$ cat src/rtl/ser10_pkg.sv
// Shared types for the ten-bit serializer.
// Assumes: nothing beyond a single bit-clock domain.
package ser10_pkg;
    // Routing of the serial stream for the current word.
    typedef enum logic {
        LINK_EXT  = 1'b0,   // stream to line, receive from external line
        LINK_WRAP = 1'b1    // line held low, stream wrapped to receive
    } link_mode_e;
endpackage

$ cat src/rtl/ser10_bitcnt.sv
// Modulo-WORD_W bit counter producing the word strobe.
// Assumes: one count per bit clock; strobe marks the last bit slot.
module ser10_bitcnt #(
    parameter int WORD_W = 10
) (
    input  logic clk,
    input  logic rst_n,
    output logic word_stb
);
    localparam int CNT_W = $clog2(WORD_W);
    localparam logic [CNT_W-1:0] LAST = CNT_W'(WORD_W - 1);

    logic [CNT_W-1:0] cnt_q;

    // Advance the bit position, wrapping after the last slot.
    always_ff @(posedge clk) begin
        if (!rst_n)             cnt_q <= '0;
        else if (cnt_q == LAST) cnt_q <= '0;
        else                    cnt_q <= cnt_q + 1'b1;
    end

    // Strobe during the last slot of each word.
    always_comb word_stb = (cnt_q == LAST);
endmodule

$ cat src/rtl/ser10_shifter.sv
// Word latch and LSB-first shift register.
// Assumes: load is a one-cycle pulse once per WORD_W clocks.
module ser10_shifter #(
    parameter int WORD_W = 10
) (
    input  logic              clk,
    input  logic              rst_n,
    input  logic              load,
    input  logic [WORD_W-1:0] word_in,
    output logic              ser_bit
);
    logic [WORD_W-1:0] sreg_q;

    // Capture a new word on load, otherwise move the next bit into place.
    always_ff @(posedge clk) begin
        if (!rst_n)    sreg_q <= '0;
        else if (load) sreg_q <= word_in;
        else           sreg_q <= {1'b0, sreg_q[WORD_W-1:1]};
    end

    // The current bit slot always sits at position 0.
    always_comb ser_bit = sreg_q[0];
endmodule

$ cat src/rtl/ser10_wrapsel.sv
// Wrap selector: routes the serial stream to the line or to the receive input.
// Assumes: mode_req is sampled only on word boundaries (load).
module ser10_wrapsel
    import ser10_pkg::*;
(
    input  logic clk,
    input  logic rst_n,
    input  logic load,
    input  logic mode_req,
    input  logic ser_bit,
    input  logic ext_in,
    output logic line_out,
    output logic rx_out
);
    link_mode_e mode_q;

    // Latch the routing mode at the start of each word.
    always_ff @(posedge clk) begin
        if (!rst_n)    mode_q <= LINK_EXT;
        else if (load) mode_q <= mode_req ? LINK_WRAP : LINK_EXT;
    end

    // Register both serial outputs according to the mode of the current bit.
    always_ff @(posedge clk) begin
        if (!rst_n) begin
            line_out <= 1'b0;
            rx_out   <= 1'b0;
        end else if (mode_q == LINK_WRAP) begin
            line_out <= 1'b0;
            rx_out   <= ser_bit;
        end else begin
            line_out <= ser_bit;
            rx_out   <= ext_in;
        end
    end
endmodule

$ cat src/rtl/ser10_loop_tx.sv
// Top: ten-bit serializer with word strobe and internal wrap path.
// Assumes: tx_word is valid on the clock edge where byte_stb is high.
module ser10_loop_tx #(
    parameter int WORD_W = 10
) (
    input  logic              clk,
    input  logic              rst_n,
    input  logic [WORD_W-1:0] tx_word,
    input  logic              loop_en,
    input  logic              line_in,
    output logic              byte_stb,
    output logic              line_out,
    output logic              rx_serial
);
    logic ser_bit;

    ser10_bitcnt #(.WORD_W(WORD_W)) u_cnt (
        .clk      (clk),
        .rst_n    (rst_n),
        .word_stb (byte_stb)
    );

    ser10_shifter #(.WORD_W(WORD_W)) u_shift (
        .clk     (clk),
        .rst_n   (rst_n),
        .load    (byte_stb),
        .word_in (tx_word),
        .ser_bit (ser_bit)
    );

    ser10_wrapsel u_sel (
        .clk      (clk),
        .rst_n    (rst_n),
        .load     (byte_stb),
        .mode_req (loop_en),
        .ser_bit  (ser_bit),
        .ext_in   (line_in),
        .line_out (line_out),
        .rx_out   (rx_serial)
    );
endmodule

$ cat config.mk
export PLATFORM = sky130hd
export DESIGN_NAME = ser10_loop_tx
export DESIGN_NICKNAME = d
export VERILOG_FILES = /design/src/rtl/ser10_pkg.sv /design/src/rtl/ser10_bitcnt.sv /design/src/rtl/ser10_shifter.sv /design/src/rtl/ser10_wrapsel.sv /design/src/rtl/ser10_loop_tx.sv
export SDC_FILE = /design/constraint.sdc
export NUM_CORES = 1
export LEC_CHECK = 0
export ABC_AREA = 1
export BUFFER_PORTS_ARGS = -buffer_cell sky130_fd_sc_hd__buf_2
export CORE_UTILIZATION = 40
export DETAILED_ROUTE_END_ITERATION = 12
export MAX_ROUTING_LAYER = met4
export PLACE_DENSITY_LB_ADDON = 0.2
export SLEW_MARGIN = 20
export SYNTH_ARGS = -nofsm -noshare
export SYNTH_HDL_FRONTEND = slang
export SYNTH_SLANG_ARGS = --single-unit
$ cat constraint.sdc
create_clock -name clk -period 2.41 [get_ports clk]
set_input_delay 0.482 -clock clk [delete_from_list [all_inputs] [get_ports clk]]
set_output_delay 0.482 -clock clk [all_outputs]
set_load 0.02 [all_outputs]
# Word level (Yosys, flattened, before mapping)
# Index checks and enable logic that the tools add are counted.
# op_classes
muxes	3
bitwise_logic	1
mul	0
shifts	0
n_div	0
addsub	1
n_eq_ne	1
n_reduce_logical	3
magnitude_cmp	0
# ops
op	count
$mux 9	1
$add 4x1->4 const B	1
$eq 4x4->1 const B	1
$reduce_or 2->1	2
$mux 1	2
$reduce_and 2->1	1
$not 1->1	1
# word_totals
register_bits	17
latch_bits	0
in_bits	14
n_memories	0
word_cells	15
mem_bits_ro	0
ram_bits	0
output_inout_bits	3

# Depth between registers and ports, before layout
# Gate-level depths: netlist (run 1).
# logic_depth
word_depth	2
depth_mapped	7
ltp_nobuf	6

# Modules after synthesis
# From an unflattened synthesis (run 1), not the netlist that was laid out.
# hier_totals
hier_cells	95
area_unflattened_um2	696.9
# by_module_without_submodules
module	cells_per_inst	area_per_inst_um2	instances	seq_area_each_um2
ser10_shifter	59	411.6	1	200.2
ser10_bitcnt	21	177.7	1	80.1
ser10_wrapsel	15	107.6	1	60.1

# Worst setup path after synthesis (run 1)
# Ideal clock, no wire load.
# synth_timing
path_kind	register to output
start	register u_cnt.cnt_q[0]
end	output byte_stb
required_time_ns	1.928
stages_incl_launch_ff	5
arrival_ns	0.900
path_buffers	1
slack_ns	1.028
cell_sequence	dfxtp_1 ha_1 nand2_2 nor2_2 buf_6
# synth_between
elab_chain_cells	1
# synth_lines
item	line_no	text
start, declared	ser10_bitcnt.sv:13	logic [CNT_W-1:0] cnt_q;
start signal, assigned	ser10_bitcnt.sv:19	else cnt_q <= cnt_q + 1'b1;
$eq 4x4->1	ser10_bitcnt.sv:23	always_comb word_stb = (cnt_q == LAST);
end, declared	ser10_loop_tx.sv:11	output logic byte_stb,
# No other way between the ends.

# Worst setup path in the final report (run 1)
# Ends and elaborated chain as after synthesis.

==> results of run 1 <==
[final timing paths]
path	end	slack [ns]	depth (start not counted)
setup / recovery	byte_stb	0.53	5
hold / removal	u_shift.sreg_q[2]	0.41	3
setup reg to reg	u_cnt.cnt_q[2]	1.20	4
hold reg to reg	u_sel.line_out	0.45	2
[layout make-up]
class                      count  area (um^2)  share of cell area [%]
multi-input combinational     49          259                    34.4
timing repair buffer          17         87.6                    11.6
inverter                       5         18.8                    2.49
clock buffer                   3         22.5                    2.99
sequential                    17          340                    45.2
clock inverter                 1         5.00                   0.664
tap                           16         20.0                    2.66
[kinds of logic (layout without fill, tap and decap cells)]
| group | count (synthesis) | count (layout) |
|---|---|---|
| AND/OR/NAND/NOR | 44 | 44 |
| flip-flops | 17 | 17 |
| buffers and inverters | 9 | 26 |
| adder cells (fa/ha/maj) | 2 | 2 |
| AO/OA/AOI/OAI | 2 | 2 |
| XOR/XNOR | 1 | 1 |
[registers in the layout (all words and copies together) (netlist names)]
register        count
u_sel.line_out      1
u_sel.rx_out        1
u_cnt.cnt_q         4
u_shift.sreg_q     10
u_sel.mode_q        1
[metal layers]
metal / up-vias / track usage [%] / part of all wire (%)
met1: 240 / 16.1 / 45
met2: 13 / 25.5 / 48
li1: 278 / - / -
met4: 0 / 5.63 / 0.87
met3: 2 / 8.19 / 6.0
met5: - / - / 0
[where the power goes]
part | internal, mW | switching [mW] | total, mW
combinational | 0.0138 | 0.0169 | 0.0307
clock | 0.0617 | 0.0860 | 0.148
sequential | 0.286 | 0.00529 | 0.291
[metrics by stage]
step	hold WS (ns)	cells	worst slack, ns	area [um^2]
floorplan	0.415	75	1.03	653
detailed placement	0.444	104	0.834	726
global placement	0.435	104	0.877	726
finish	0.407	108	0.532	753
CTS	0.400	108	0.513	753
global route	0.402	108	0.424	753
[worst register-to-register path, delay by kind of cell, from the launching register on]
kind          cells  cell delay [ns]
flops             1             0.41
fa+ha+maj         1             0.22
simple gates      3             0.48
[layout by cell type, fill, tap and decap left out]
master / synthesis / layout
clkbuf_4: 1 / 3
and3_2: 1 / 1
nand2_1: 13 / 13
buf_2: 1 / 16
xnor2_1: 1 / 1
inv_1: 5 / 5
nor2_2: 1 / 1
ha_1: 2 / 2
nand3_1: 20 / 20
nand4_1: 1 / 1
nor3_1: 1 / 1
dfxtp_1: 17 / 17
nand2_2: 1 / 1
nand3_2: 2 / 2
a21oi_1: 1 / 1
clkinv_2: 0 / 1
nor2_1: 4 / 4
o21ai_0: 1 / 1
buf_4: 0 / 1
==> metrics, run 1 <==
Vias per Instance 4.94; Mean Syn Cell Area 8.71 um^2; hold_sp tx_word[2]; CTS tree built; Pre-antenna DRT Iters 4; Synth async-reset ratio 0%; Hold Fails Final Rpt 0; Ant. Diodes 0; Setup-failing EPs final 0; CP required approximately 1.9 ns; largest net degree at the start of global routing 25; Die ar. roughly 1800 um^2; GRT Resource Usage Total 15.7%; Tightest Pin Transition between 0.3 and 0.4 ns; Synth warnings 0; Max-Cap Viols 0; Die Y about 42 um; Crit-path slowest cell dfxtp_1; crit path kind reg -> out; dominant cell by count in the synthesized netlist nand3_1; CP delay by family, top flip-flops; Seq/Total Area, Yosys between 50% and 60%; ranking of synthesized cells by area dfxtp_1 52%, nand3_1 15%, nand2_1 7.5%; Routed Antenna Nets 0; critical-path cell list ha_1, nand2_2, nor2_2, buf_4, buf_2; max_slew headroom approximately three quarters; fill cell count between 150 and 200; CP Launch Type flip-flop; Pwr Total 470 uW; worst hold path type in -> reg; Core Rows 14; Worst Path Arrival between 1 and 1.5 ns; Inserted Clock Buffers 3; Max VDD drop between 0.4 and 0.5 mV; vias post-DR about 530; combinational family with the most area after synthesis simple AND/OR/NAND/NOR gates; Synth top area share a little over half; Final Max Tran Viols 0; Post-CTS Setup Inserts 0; Core Footprint approximately 1500 um^2; Setup Skew between 0.007 and 0.008 ns; CP Buf/Inv Count 2; status complete, no violations; EDFF count, synth 0; Synth Area in XOR/XNOR 1.34%; Total Wirelength 1.15 mm; Lkg Pwr about 0.37 nW; clk sinks 17; Clock Tree Buf Depth 2; Post-layout nets around 110; number of synthesized register bits 17; share of layout cells above drive strength 1 approximately 28%; Synth top cells by count 20 x nand3_1, 17 x dfxtp_1, 13 x nand2_1; Reg clk slew, reported paths approximately 0.10 ns; RR Startpoint u_cnt.cnt_q[0]; CP Capture Type output pin; Port Buffers 16; GPL Wtd Cong ~0.7; global-route wire length before repair a little under 2 mm; synthesized area 653 um^2; Avg WL per Cell about 11 um; root buffer cell clkbuf_4; Compound-Gate Fraction of Synth Area approximately 1.5%; area delta synth->final 15.3%; Post-Syn Instances 75; final worst-path cycle share slightly below 80%; Detailed Route Iter0 Violations 3; Starting Density between 40% and 50%; Post-route DRC 0; setup repair after global routing missed its margin false; GR Overflow Total 0; max incr delay on CP between 0.4 and 0.5 ns; Final min period ~1.9 ns; synth unique cells 18; CTS H-tree lvls 1; cts repair resizes 0; Clk Latency, worst-skew pair between 0.2 and 0.3 ns; Simple-Gate Fraction of Synth Area between 30 and 40%; final core utilization about 50%; setup TNS 0 ns; initial antenna violation count 0; vias in the first global route 500; mux contribution to synthesized area 0%; die width approximately 42 um; Setup crit start u_cnt.cnt_q[0]; Net Count, Synth a little over 90; crit-path max FO 12; Post-Synth Adder-Cell Area between 3 and 4%; Cell Pwr Density just over 600 nW/um^2; cell taking the most area after synthesis dfxtp_1; hold-fix buffers at CTS 0; fmax approximately 530 MHz; DP HPWL 861 um; IO Pins 17; Synth Flop Type dfxtp_1
Power figures use the tool's default switching activity.
==> inputs of run 2 (changes only) <==
clock period = 1.8 ns   (was 2.41 ns; I/O delays follow)
==> run 2 against run 1 <==
Net effect:
- register-to-register slack got worse by 0.61 ns
- flip-flop and latch count is the same
- first-iteration DRC count increased by 67%
- critical path depth is 1 lower
- worst hold slack got worse by 0.13 ns
- global-route usage is 0.097 points lower
- sequential share of layout area stayed put
- setup slack got worse by 0.33 ns
==> metrics, run 2 (synthesis results as in run 1) <==
status complete, no violations; crit-path max FO 5 (-7); initial antenna violation count 0 (unchanged); hold_sp tx_word[3]; critical-path cell list ha_1, nand2_2, nor2_2, buf_2; Final Max Tran Viols 0 (unchanged); CP required 1.44 ns (-0.49 ns); vias in the first global route 508 (+1.6%); die width 42.4 um (unchanged); Most flops, register u_shift.sreg_q; max_slew headroom 74.6% (-0.29 points); max reg flops 10 (unchanged); Die ar. 1800 um^2 (unchanged); Core Footprint 1520 um^2 (unchanged); fmax 624 MHz; commonest non-fill, non-tap cell in the layout nand3_1; setup slack at placement 0.517 ns (-0.317 ns); Final WS setup 0.197 ns (-0.334 ns); Pwr Total 632 uW (+35%); share of layout cells above drive strength 1 28.3% (unchanged); Final min period between 1.5 and 2 ns; Pre-antenna DRT Iters 4 (unchanged); Setup crit start u_cnt.cnt_q[0]; area delta synth->final 15.3% (unchanged); Lkg Pwr 0.372 nW (unchanged); Starting Density 42.9% (unchanged); Ant. Diodes 0 (unchanged); Core Rows 14 (unchanged); final core utilization 49.4% (unchanged); GRT Resource Usage Total 15.6% (-0.097 points); GPL Wtd Cong 0.696 (+0.61%); Worst Path Arrival 1.24 ns (-0.16 ns); Clock Tree Buf Depth 2 (unchanged); Clk Latency, worst-skew pair 0.29 ns (about the same); Max VDD drop 0.599 mV (+34%); Tightest Pin Transition 0.381 ns (+0.00428 ns); largest net degree at the start of global routing 25 (unchanged); max incr delay on CP 0.41 ns (about the same); vias post-DR 539 (+1.1%); clk sinks 17 (unchanged); Logic pwr share 6.3% (-0.2 points); Sequential cell area 340 um^2 (unchanged); Max-Cap Viols 0 (unchanged); root buffer cell clkbuf_4; hold-fix buffers at CTS 0 (unchanged); Post-CTS Setup Inserts 0 (unchanged); Detailed Route Iter0 Violations 5 (+2); Setup-failing EPs final 0 (unchanged); final worst-path cycle share approximately nine tenths; Routed Antenna Nets 0 (unchanged); biggest regs u_shift.sreg_q x10, u_cnt.cnt_q x4; multi-input logic area 259 um^2 (unchanged); IO Pins 17 (unchanged); worst hold path type in -> reg; GR Overflow Total 0 (unchanged); crit path kind reg -> out; CTS tree built; Vias per Instance 4.99 (+1.1%); setup TNS 0 ns (unchanged); Crit-path slowest cell dfxtp_1; Post-route DRC 0 (unchanged); Post-layout nets 109 (unchanged); cts repair resizes 0 (unchanged); Seq pwr share 61.8% (-0.2 points); Hold Fails Final Rpt 0 (unchanged); CP Capture Type output pin; Reg clk slew, reported paths 0.10 ns (about the same); Total Wirelength 1.13 mm (-2.0%); Cell Pwr Density 839 nW/um^2 (+35%); Pint 484 uW (+34%); most frequent cells in the layout 20 x nand3_1, 17 x dfxtp_1, 16 x buf_2; Clock power frac 31.9% (+0.5 points); Net Sw Frac 23.5% (+0.44 points); Inserted Clock Buffers 3 (unchanged); Net Switching 148 uW (+37%); Avg WL per Cell 10.4 um (-2.0%); setup repair after global routing missed its margin false; CTS H-tree lvls 1 (unchanged); fill cell count 152 (-6.2%); CP Launch Type flip-flop; DP HPWL 788 um (-8.5%); Setup Skew 0.00659 ns (-0.00138 ns); Port Buffers 16 (unchanged); global-route wire length before repair 1.98 mm (unchanged); Die Y 42.4 um (unchanged); RR Startpoint u_cnt.cnt_q[0]
-- run 2: final cells by class --
| class | instances | share of cell area (%) |
|---|---|---|
| tap | 16 | 2.66 |
| timing repair buffer | 17 | 11.6 |
| sequential | 17 | 45.2 |
| inverter | 5 | 2.49 |
| clock buffer | 3 | 2.99 |
| multi-input combinational | 49 | 34.4 |
| clock inverter | 1 | 0.664 |
-- run 2: power groups by stage --
stage | clock, mW | combinational (mW) | sequential [mW]
after floorplan | 0 | 0.0212 | 0.399
after global placement | 0 | 0.0400 | 0.399
after detailed placement | 0 | 0.0402 | 0.399
after CTS | 0.212 | 0.0403 | 0.390
after global routing | 0.227 | 0.0444 | 0.392
final | 0.202 | 0.0397 | 0.391
-- run 2: critical path, delay by kind of cell (launching register included) --
kind	cells	cell delay, ns
buffers and inverters	1	0.17
DFF	1	0.41
adders and majority gates	1	0.23
and+or+nand+nor	2	0.16
-- run 2: final timing paths --
check | endpoint | slack (ns) | cells after the start
setup reg to reg | u_cnt.cnt_q[3] | 0.59 | 4
hold / removal | u_shift.sreg_q[3] | 0.28 | 3
setup / recovery | byte_stb | 0.20 | 4
hold reg to reg | u_sel.line_out | 0.45 | 2
-- run 2: metrics by stage --
stage	hold slack, ns	area (um^2)	std cells
after floorplan	0.415	653	75
after detailed placement	0.434	726	104
after CTS	0.269	753	108
after global placement	0.437	726	104
after global routing	0.263	753	108
final	0.277	753	108
-- run 2: metal layers --
| layer | global-route usage [%] | part of all wire (%) | vias up |
|---|---|---|---|
| met2 | 25.2 | 48 | 13 |
| met5 | - | 0 | - |
| met4 | 7.50 | 1.9 | 0 |
| met1 | 15.6 | 46 | 244 |
| met3 | 7.76 | 4.7 | 2 |
| li1 | - | - | 280 |
==> inputs of run 3 (changes only) <==
ABC_AREA = unset   (was 1)
==> run 3 against run 2 <==
Net effect:
- critical path depth did not move
- final area rose by 12%
- worst hold slack improved by 0.021 ns
- highest routed layer unchanged
- non-clock buffer count did not move
- sequential share of layout area fell by 4.9 points
- die area rose by 11%
==> metrics, run 3 <==
status complete, no violations; Mean Syn Cell Area 10.3 um^2 (+18%); Pre-antenna DRT Iters 2 (-2); crit path to byte_stb; Die Y 44.8 um (+5.6%); Crit-path slowest cell dfxtp_1; Most flops, register u_shift.sreg_q; Total Wirelength 1.11 mm (-1.8%); critical-path cell list ha_2, nand3b_4, inv_4, buf_2; Post-Syn Instances 71 (-5.3%); Design Area, Final 846 um^2 (+12%); Final Max Tran Viols 0 (unchanged); vias post-DR 503 (-6.7%); crit path kind reg -> out; Detailed Route Iter0 Violations 4 (-1); Final WS setup 0.117 ns (-0.0803 ns); Critical Path Stages 4 (unchanged); Die ar. 2000 um^2 (+11%); IO Pins 17 (unchanged); fill cell count 186 (+22%); Starting Density 42.4% (-0.47 points); Post-DP Area 816 um^2 (+12%); Synth async-reset ratio 0% (unchanged); Max VDD drop 0.652 mV (+8.9%); crit-path max FO 11 (+6); GR Overflow Total 0 (unchanged); FF-to-FF End u_shift.sreg_q[1]; synth unique cells 22 (+4); initial antenna violation count 0 (unchanged); die width 44.8 um (+5.6%); CP Buf/Inv Count 2 (+1); CP delay by family, top flip-flops; CP Capture Type output pin; Hold Fails Final Rpt 0 (unchanged); ranking of synthesized cells by area dfxtp_1 46%, a21boi_2 9.2%, nand2_1 8.7%; final worst-path cycle share 93.5% (+4.5 points); fmax 594 MHz (-4.8%); largest net degree at the start of global routing 18 (-28%); cell taking the most area after synthesis dfxtp_1; max incr delay on CP 0.40 ns (about the same); worst hold path type in -> reg; global-route wire length before repair 1.69 mm (-15%); Tightest Pin Transition 0.228 ns (-0.153 ns); RR Startpoint u_cnt.cnt_q[0]; Post-route DRC 0 (unchanged); CTS H-tree lvls 1 (unchanged); EDFF count, synth 0 (unchanged); Inserted Clock Buffers 3 (unchanged); Ant. Diodes 0 (unchanged); R2R setup slack 0.44 ns (-0.15 ns); Core Rows 15 (+1); vias in the first global route 414 (-19%); share of layout cells above drive strength 1 42.7% (+14 points); R2R cell count 6 (+2); number of synthesized register bits 17 (unchanged); Final min period 1.68 ns (+0.0803 ns); Net Count, Synth 87 (-4.4%); GPL Wtd Cong 0.689 (-1.0%); max_slew headroom 84.8% (+10 points); biggest regs u_shift.sreg_q x10, u_cnt.cnt_q x4; Synth top area share 46.5% (-5.6 points); setup slack at placement 0.401 ns (-0.117 ns); Setup Skew 0.00581 ns (-0.000787 ns); Avg WL per Cell 9.69 um (-6.9%); Port Buffers 16 (unchanged); DP HPWL 758 um (-3.8%); CTS tree built; Synth Flop Type dfxtp_1; CP Launch Type flip-flop; Vias per Instance 4.41 (-12%); Max-Cap Viols 0 (unchanged); max reg flops 10 (unchanged); root buffer cell clkbuf_4; Cell Pwr Density 749 nW/um^2 (-11%); Seq/Total Area, Yosys 46.5% (-5.6 points); synthesized area 732 um^2 (+12%); Synth top cells by count 17 x dfxtp_1, 17 x nand2_1, 6 x a21boi_2, 6 x nand2_2, 4 x a21boi_1; GRT Resource Usage Total 12.4% (-3.2 points); setup TNS 0 ns (unchanged); Core Footprint 1730 um^2 (+13%); Setup-failing EPs final 0 (unchanged); clk sinks 17 (unchanged); Setup crit start u_cnt.cnt_q[0]; Reg clk slew, reported paths 0.10 ns (about the same); CP required 1.44 ns (about the same); setup repair after global routing missed its margin false; Lkg Pwr 0.358 nW (-3.8%); Routed Antenna Nets 0 (unchanged); Clk Latency, worst-skew pair 0.28 ns (about the same); area delta synth->final 15.6%; Synth warnings 0 (unchanged); most frequent cells in the layout 17 x nand2_1, 17 x dfxtp_1, 16 x buf_2; Worst Path Arrival 1.32 ns (+0.08 ns); Post-layout nets 106 (-2.8%); Clock Tree Buf Depth 2 (unchanged)
## run 3: cell families (layout without fill, tap and decap cells)
kind of cell | count (synthesis) | after routing | share of synthesized area, %
AND/OR/NAND/NOR | 34 | 34 | 27.0
flip-flops | 17 | 17 | 46.5
AO/OA/AOI/OAI | 12 | 12 | 15.6
buffers and inverters | 5 | 23 | 6.15
adder cells (fa/ha/maj) | 2 | 2 | 3.42
multiplexers | 1 | 1 | 1.37
## run 3: layout make-up
cell class | instances | area, um^2 | share of cell area, %
Clock buffer | 3 | 22.5 | 2.66
Clock inverter | 1 | 5.00 | 0.592
Inverter | 2 | 10.0 | 1.18
Multi-Input combinational cell | 49 | 349 | 41.3
Sequential cell | 17 | 340 | 40.2
Tap cell | 25 | 31.3 | 3.70
Timing Repair Buffer | 17 | 87.6 | 10.4
## run 3: layer usage
metal	global-route usage (%)	part of all wire, %	up-vias	wire [um]
met2	18.2	45	13	493
met5	-	0	-	0
met3	6.00	4.5	2	50
li1	-	-	271	-
met1	14.4	50	217	548
met4	5.45	1.1	0	12
## run 3: report_power, final
part | internal, mW | leakage [nW] | switching [mW] | total (mW)
logic | 0.0278 | 0.203 | 0.0192 | 0.0470
clock network | 0.0824 | 0.0177 | 0.115 | 0.197
registers | 0.383 | 0.138 | 0.00609 | 0.389
## run 3: metrics by stage
stage               cells  power (mW)  hold WS (ns)  utilization (%)
CTS                   114       0.646         0.283             48.8
detailed placement    110       0.444         0.432             47.2
global route          114       0.666         0.283             49.0
floorplan              71       0.424         0.419                -
global placement      110       0.444         0.426             47.2
finish                114       0.633         0.298             49.0
## run 3: how the worst min path moves through the flow
stage                   endpoint  cells after the start         startpoint  slack, ns
4_1_cts        u_shift.sreg_q[2]                      3         tx_word[2]       0.28
6_report       u_shift.sreg_q[3]                      3         tx_word[3]       0.30
3_5_place_dp      u_sel.line_out                      2  u_shift.sreg_q[0]       0.43
2_1_floorplan     u_sel.line_out                      2  u_shift.sreg_q[0]       0.42
3_3_place_gp      u_sel.line_out                      2  u_shift.sreg_q[0]       0.43
5_1_grt             u_sel.mode_q                      3            loop_en       0.28
## run 3: what timing repair did
item                                    CTS  global route
gates resized for setup                   0             1
buffers inserted                          0             0
endpoints found under the setup margin    0             1
hold buffers                              0             0
## run 3: worst register-to-register path, cell delays in order, from the launching register on
cell and delay (ns):
dfxtp_1 0.40, ha_2 0.24, nand3b_4 0.16, inv_4 0.08, buf_4 0.22, nand2_1 0.08, a21boi_1 0.12
